## src/rtl/mac_pkg.sv

```systemverilog
package mac_pkg;
  typedef enum logic [2:0] {
    K_CLR, K_MAC, K_ST48, K_LD32, K_LD48, K_ST32, K_BAD
  } kind_e;

  localparam logic [7:0] OPC_CLR  = 8'h00;
  localparam logic [7:0] OPC_MAC  = 8'h02;
  localparam logic [7:0] OPC_ST48 = 8'h04;
  localparam logic [7:0] OPC_LD32 = 8'h05;
  localparam logic [7:0] OPC_LD48 = 8'h07;
  localparam logic [7:0] OPC_ST32 = 8'h08;

  function automatic int imax(input int a, input int b);
    return (a > b) ? a : b;
  endfunction
endpackage

```

## src/rtl/mac_decode.sv

```systemverilog
module mac_decode
  import mac_pkg::*;
#(
  parameter int CNT_W   = 4,
  parameter int C_CLR   = 4,
  parameter int C_MAC   = 8,
  parameter int C_ST48  = 11,
  parameter int C_LD32  = 9,
  parameter int C_LD48  = 9,
  parameter int C_ST32  = 7,
  parameter int C_BAD   = 4
) (
  input  logic [7:0]       opc,
  output kind_e            kind,
  output logic [CNT_W-1:0] cost
);
  always_comb begin
    unique case (opc)
      OPC_CLR:  begin kind = K_CLR;  cost = CNT_W'(C_CLR);  end
      OPC_MAC:  begin kind = K_MAC;  cost = CNT_W'(C_MAC);  end
      OPC_ST48: begin kind = K_ST48; cost = CNT_W'(C_ST48); end
      OPC_LD32: begin kind = K_LD32; cost = CNT_W'(C_LD32); end
      OPC_LD48: begin kind = K_LD48; cost = CNT_W'(C_LD48); end
      OPC_ST32: begin kind = K_ST32; cost = CNT_W'(C_ST32); end
      default:  begin kind = K_BAD;  cost = CNT_W'(C_BAD);  end
    endcase
  end
endmodule

```

## src/rtl/mac_seq.sv

```systemverilog
module mac_seq #(
  parameter int CNT_W = 4
) (
  input  logic             clk,
  input  logic             rst_n,
  input  logic             start,
  input  logic [CNT_W-1:0] cost,
  input  logic             stall,
  output logic             busy,
  output logic             last,
  output logic             done
);
  logic [CNT_W-1:0] cnt;

  assign busy = (cnt != '0);
  assign last = (cnt == CNT_W'(1));
  assign done = last && !stall;

  always_ff @(posedge clk) begin
    if (!rst_n)
      cnt <= '0;
    else if (start)
      cnt <= cost;
    else if (busy && !(last && stall))
      cnt <= cnt - CNT_W'(1);
  end

  // done lasts one cycle
  a_r11_done_single: assert property (@(posedge clk) disable iff (!rst_n)
    done |=> !done);
  // busy stays up until done
  a_r8_busy_until_done: assert property (@(posedge clk) disable iff (!rst_n)
    (busy && !done) |=> busy);
  // no new start while busy
  a_r8_no_start_busy: assert property (@(posedge clk) disable iff (!rst_n)
    busy |-> !start);
endmodule

```

## src/rtl/mac_datapath.sv

```systemverilog
module mac_datapath
  import mac_pkg::*;
#(
  parameter int OP_W    = 24,
  parameter int SHORT_W = 32
) (
  input  logic                clk,
  input  logic                rst_n,
  input  logic                capture,
  input  kind_e               kind_in,
  input  logic [2*OP_W-1:0]   data_in,
  input  logic                apply,
  output kind_e               kind_q,
  output logic [2*OP_W-1:0]   acc
);
  localparam int ACC_W = 2 * OP_W;
  localparam int LOW_W = ACC_W - SHORT_W;

  logic [ACC_W-1:0]        data_q;
  logic signed [OP_W-1:0]  op_a, op_b;
  logic signed [ACC_W-1:0] prod;

  assign op_a = data_q[OP_W-1:0];
  assign op_b = data_q[ACC_W-1:OP_W];
  assign prod = op_a * op_b;

  always_ff @(posedge clk) begin
    if (!rst_n) begin
      kind_q <= K_CLR;
      data_q <= '0;
    end else if (capture) begin
      kind_q <= kind_in;
      data_q <= data_in;
    end
  end

  always_ff @(posedge clk) begin
    if (!rst_n)
      acc <= '0;
    else if (apply) begin
      case (kind_q)
        K_CLR:  acc <= '0;
        K_MAC:  acc <= acc + prod;
        K_LD32: acc <= {data_q[SHORT_W-1:0], {LOW_W{1'b0}}};
        K_LD48: acc <= data_q;
        default: acc <= acc;
      endcase
    end
  end

  // clear leaves zero
  a_r2_clear_zero: assert property (@(posedge clk) disable iff (!rst_n)
    (apply && kind_q == K_CLR) |=> (acc == '0));
  // full-width load copies operand word
  a_r4_load_full: assert property (@(posedge clk) disable iff (!rst_n)
    (apply && kind_q == K_LD48) |=> (acc == $past(data_q)));
  // short load clears low bits
  a_r3_load_low_zero: assert property (@(posedge clk) disable iff (!rst_n)
    (apply && kind_q == K_LD32) |=> (acc[LOW_W-1:0] == '0));
  // stores and unknown codes keep the accumulator
  a_r6_keep_acc: assert property (@(posedge clk) disable iff (!rst_n)
    (apply && (kind_q == K_ST32 || kind_q == K_ST48 || kind_q == K_BAD))
      |=> $stable(acc));
endmodule

```

## src/rtl/mac_acc_unit.sv

```systemverilog
module mac_acc_unit
  import mac_pkg::*;
#(
  parameter int OP_W    = 24,
  parameter int SHORT_W = 32,
  parameter int C_CLR   = 4,
  parameter int C_MAC   = 8,
  parameter int C_ST48  = 11,
  parameter int C_LD32  = 9,
  parameter int C_LD48  = 9,
  parameter int C_ST32  = 7,
  parameter int C_BAD   = 4
) (
  input  logic              clk,
  input  logic              rst_n,
  input  logic              cmd_valid,
  output logic              cmd_ready,
  input  logic [7:0]        cmd_opc,
  input  logic [2*OP_W-1:0] cmd_data,
  output logic              busy,
  output logic              done,
  output logic              illegal,
  output logic              out_valid,
  input  logic              out_ready,
  output logic [2*OP_W-1:0] out_data
);
  localparam int ACC_W = 2 * OP_W;
  localparam int LOW_W = ACC_W - SHORT_W;
  localparam int MAXC  = imax(imax(imax(C_CLR, C_MAC), imax(C_ST48, C_LD32)),
                              imax(imax(C_LD48, C_ST32), C_BAD));
  localparam int CNT_W = $clog2(MAXC + 1);

  kind_e            dec_kind, kind_q;
  logic [CNT_W-1:0] dec_cost;
  logic [ACC_W-1:0] acc;
  logic             start, last, stall, is_store;

  assign cmd_ready = !busy;
  assign start     = cmd_valid && cmd_ready;
  assign is_store  = (kind_q == K_ST32) || (kind_q == K_ST48);
  assign out_valid = last && is_store;
  assign stall     = out_valid && !out_ready;
  assign illegal   = done && (kind_q == K_BAD);

  always_comb begin
    if (!out_valid)
      out_data = '0;
    else if (kind_q == K_ST48)
      out_data = acc;
    else
      out_data = {{LOW_W{1'b0}}, acc[ACC_W-1:LOW_W]};
  end

  mac_decode #(
    .CNT_W(CNT_W), .C_CLR(C_CLR), .C_MAC(C_MAC), .C_ST48(C_ST48),
    .C_LD32(C_LD32), .C_LD48(C_LD48), .C_ST32(C_ST32), .C_BAD(C_BAD)
  ) u_dec (
    .opc  (cmd_opc),
    .kind (dec_kind),
    .cost (dec_cost)
  );

  mac_seq #(.CNT_W(CNT_W)) u_seq (
    .clk   (clk),
    .rst_n (rst_n),
    .start (start),
    .cost  (dec_cost),
    .stall (stall),
    .busy  (busy),
    .last  (last),
    .done  (done)
  );

  mac_datapath #(.OP_W(OP_W), .SHORT_W(SHORT_W)) u_dp (
    .clk     (clk),
    .rst_n   (rst_n),
    .capture (start),
    .kind_in (dec_kind),
    .data_in (cmd_data),
    .apply   (done),
    .kind_q  (kind_q),
    .acc     (acc)
  );

  // stalled store output holds
  a_r10_out_hold: assert property (@(posedge clk) disable iff (!rst_n)
    (out_valid && !out_ready) |=> (out_valid && $stable(out_data)));
  // no done while output is stalled
  a_r10_no_done_stall: assert property (@(posedge clk) disable iff (!rst_n)
    (out_valid && !out_ready) |-> !done);
  // illegal only comes with done
  a_r9_flag_with_done: assert property (@(posedge clk) disable iff (!rst_n)
    illegal |-> (done && busy));
endmodule

```

## config.mk

```make
export PLATFORM = sky130hd
export DESIGN_NAME = mac_acc_unit
export DESIGN_NICKNAME = d
export VERILOG_FILES = /design/src/rtl/mac_pkg.sv /design/src/rtl/mac_decode.sv /design/src/rtl/mac_seq.sv /design/src/rtl/mac_datapath.sv /design/src/rtl/mac_acc_unit.sv
export SDC_FILE = /design/constraint.sdc
export NUM_CORES = 2
export LEC_CHECK = 0
export BUFFER_PORTS_ARGS = -buffer_cell sky130_fd_sc_hd__buf_2
export CAP_MARGIN = 5
export CORE_ASPECT_RATIO = 1.5
export CORE_UTILIZATION = 50
export DETAILED_ROUTE_END_ITERATION = 8
export PLACE_DENSITY = 0.74
export SKIP_CTS_REPAIR_TIMING = 1
export SKIP_LAST_GASP = 1
export SLEW_MARGIN = 15
export SYNTH_ARGS = -nofsm -noshare
export SYNTH_HDL_FRONTEND = slang
export SYNTH_HIERARCHICAL = 1
export SYNTH_SLANG_ARGS = --single-unit
```

## constraint.sdc

```tcl
create_clock -name clk -period 7.4 [get_ports clk]
set_input_delay 0.74 -clock clk [delete_from_list [all_inputs] [get_ports clk]]
set_output_delay 0.74 -clock clk [all_outputs]
set_load 0.05 [all_outputs]
```

==> run summary <==
outcome -> finished, final reports clean
Least-Margin Pin Slew -> 1.19 ns
final core area utilization -> 53.8%
Critical Path End Type -> flip-flop
final WL -> 87,600 µm
Peak VDD IR -> 0.193 mV
worst hold-check path type -> reg2reg
Die Y -> 298 µm
mapped cell area -> 29,200 µm²
DP Wirelength -> 71,700 µm
Most Crowded Layer GR -> met2
Critical Path RT -> 7.67 ns
Internal -> 2.76 mW
proportion of layout cells with a drive suffix above 1 -> 9.60%
Setup Skew -> 0.0118 ns
initial antenna violation count -> 2
Synth Flop Type -> dfxtp_1
Power per Cell Area -> 203 nW/µm²
dpl ws -> 0.00846 ns
Remaining Overflow, GRT -> 0
RSZ-0062 raised after global routing -> yes
met3 GRT Util -> 3.86%
max-cap viol count -> 0
Post-Syn Instances -> 3,239
Synth area leader -> fa_1
vias per cell -> 5.66
Slew HR -> 20.6%
Fin. Hold Viols -> 0
wire per inst -> 21.7 µm
number of buffers created by CTS -> 9
Final WS setup -> 0.245 ns
Comb power frac -> 76.3%
Post-layout nets -> 4,138
largest net degree at the start of global routing -> 99
Placer Congestion -> 0.978
Core Region -> 57,800 µm²
die width -> 199 µm
met2 usage -> 55.0%
number of port buffers -> 112
placed cell count -> 4,024
initial core utilization -> 50.5%
final critical-path share of the clock period -> 96.7%
clock insertion delay at the later pin of the skew report -> 0.40 ns
sequential share of power -> 14.8%
final setup vio count -> 0
Net Sw Frac -> 56.1%
Mean Syn Cell Area -> 9.01 µm²
row count -> 108
# DRC -> 0
Yosys reg bits -> 103
Area contributors post-synth -> fa_1 45%, inv_1 9.0%, dfxtp_1 7.1%
Most common cell on crit path -> fa_1
Yosys top cell area share -> 44.7%
slowest cell on the critical path -> fa_1
first-pass detailed-route iteration total -> 8
Pleak -> 15.7 nW
P&R area growth vs syn -> 6.53%
post-route insts no fill -> 4,042
H-tree levels -> 3
CP max stage delay -> 0.52 ns
CP arrival -> 7.43 ns
Async SR Flop Fraction -> 0%
max-slew violations -> 0
crit-path max FO -> 18
Synth cell types -> 86
met1 usage -> 32.3%
Worst-path clk slew -> 0.09 ns
I/O Pins -> 113
crit path kind -> reg2reg
Switch Pwr -> 3.54 mW
DR iter-0 viols -> 1,587
crit-path cells -> buf_4 > nand2_1 > fa_1 > inv_1 > fa_1 > inv_1 > fa_1 > fa_1 > inv_1 > fa_1 > fa_1 > inv_1 > fa_1 > inv_1 > ha_1 > a21oi_1 > o21ai_0 > a21oi_1 > o211ai_1 > a31o_2 > a21oi_2 > o21bai_1 > nor4b_1 > or3_1
Final Power -> 6.30 mW
clock root cell -> clkbuf_16
CTS Buffer Depth -> 2
max frequency -> 140 MHz
# clock sinks -> 103
Total Die Area -> 59,400 µm²
post-synthesis sequential area ratio -> 7.06%
first-pass GRT wire length -> 137,000 µm
Synth Net Count -> 4,112
fin crit period -> 7.16 ns
Ys Warns -> 6
Clk pwr share -> 8.8%
Post-synth EDFFs -> 0
CTS tree -> done
routed vias -> 22,900
remaining antenna violation count -> 0
Overall Global Routing Usage -> 30.8%
vias in the first global route -> 25,100
CP Launch Type -> flip-flop
==> routing by layer <==
layer	vias to the layer above	wire length, µm
li1	9823	-
met1	11700	28200
met2	1007	46100
met3	349	5280
met4	0	8090
met5	-	0
==> placed cells by master, fill, tap and decap left out, types with 10 or more instances in the layout <==
cell,synthesis,routed
nor2b_1,61,59
a21oi_1,57,57
xnor2_1,40,40
mux2i_1,55,55
nand2b_1,13,13
nand4_1,18,18
o21ai_0,54,53
ha_1,162,162
dfxtp_2,0,26
fa_1,651,651
a31oi_1,15,15
buf_12,1,10
and2_1,256,256
dfxtp_1,103,76
xor2_1,12,12
nor2_1,53,53
buf_4,3,112
nand4b_1,32,32
a21boi_1,33,33
inv_1,701,701
a222oi_1,19,19
nand2_1,437,437
a22oi_1,27,27
buf_2,13,112
nand3_1,36,36
o21ai_1,16,15
a21o_1,23,23
nand4bb_1,32,32
==> cell usage after synthesis, drive strengths merged (12+ instances only) <==
cell type	instances
inv	701
fa	651
nand3	36
o21ai	70
a21oi	61
ha	162
a21boi	38
nand2	438
and2	258
buf	46
dfxtp	103
a222oi	19
nor2	54
nand4b	32
a22oi	27
xor2	12
nand2b	13
mux2i	55
a21o	23
clkbuf	175
xnor2	40
nand4	20
a31oi	16
nor2b	61
nand4bb	32
==> final timing paths <==
path / end / slack (ns) / startpoint / cells past startpoint
max: u_dp/acc[42] / 0.24 / u_dp/data_q[15] / 24
max reg2reg: u_dp/acc[42] / 0.24 / u_dp/data_q[15] / 24
min: u_dp/data_q[5] / 0.57 / u_dp/data_q[5] / 2
min reg2reg: u_dp/data_q[5] / 0.57 / u_dp/data_q[5] / 2
==> state kept, by name, summed over array words and instances (netlist names) <==
name and flops:
u_dp/data_q 48, u_seq/cnt 4, u_dp/acc 48, u_dp/kind_q 3
==> final cells by class <==
type,count,area (µm²)
inverters,702,2640
flip-flops and latches,103,2100
clock buffers,9,225
fillers,5451,26700
well taps,770,963
repair buffers,237,1640
diodes,2,5.00
multi-input cells,2212,23400
clock inverters,7,95.1
==> power by group through the flow <==
stage               clock network [mW]  logic, mW  registers (mW)
finish                           0.556       4.81           0.935
global route                     0.575       5.24           0.941
CTS                              0.557       4.76           0.914
detailed placement                   0       4.73           0.927
global placement                     0       4.63           0.925
floorplan                            0       3.40           0.677
==> cells by family after synthesis <==
family | after synthesis | synth area share (%)
AOI/OAI and AO/OA | 308 | 7.33
muxes | 55 | 1.89
xor gates and xnor gates | 52 | 1.56
and+or+nand+nor | 984 | 17.8
DFF | 103 | 7.06
adders and majority gates | 813 | 51.6
buffers and inverters | 924 | 12.7
==> worst max-delay path, delay by kind of cell (launching register included) <==
| family | cells | cell delay [ns] |
|---|---|---|
| AO/OA/AOI/OAI | 7 | 1.48 |
| adder cells (fa/ha/maj) | 8 | 3.84 |
| buffers and inverters | 6 | 0.61 |
| flip-flops | 1 | 0.46 |
| AND/OR/NAND/NOR | 3 | 0.64 |
==> stage by stage <==
stage	setup TNS [ns]	instance area [µm²]	hold slack, ns
floorplan	0	29200	0.458
global placement	0	30700	0.546
detailed placement	0	30700	0.552
CTS	-0.00709	31000	0.565
global route	-0.00566	31100	0.594
finish	0	31100	0.569
Note: power is estimated with default switching activity, not from simulation.
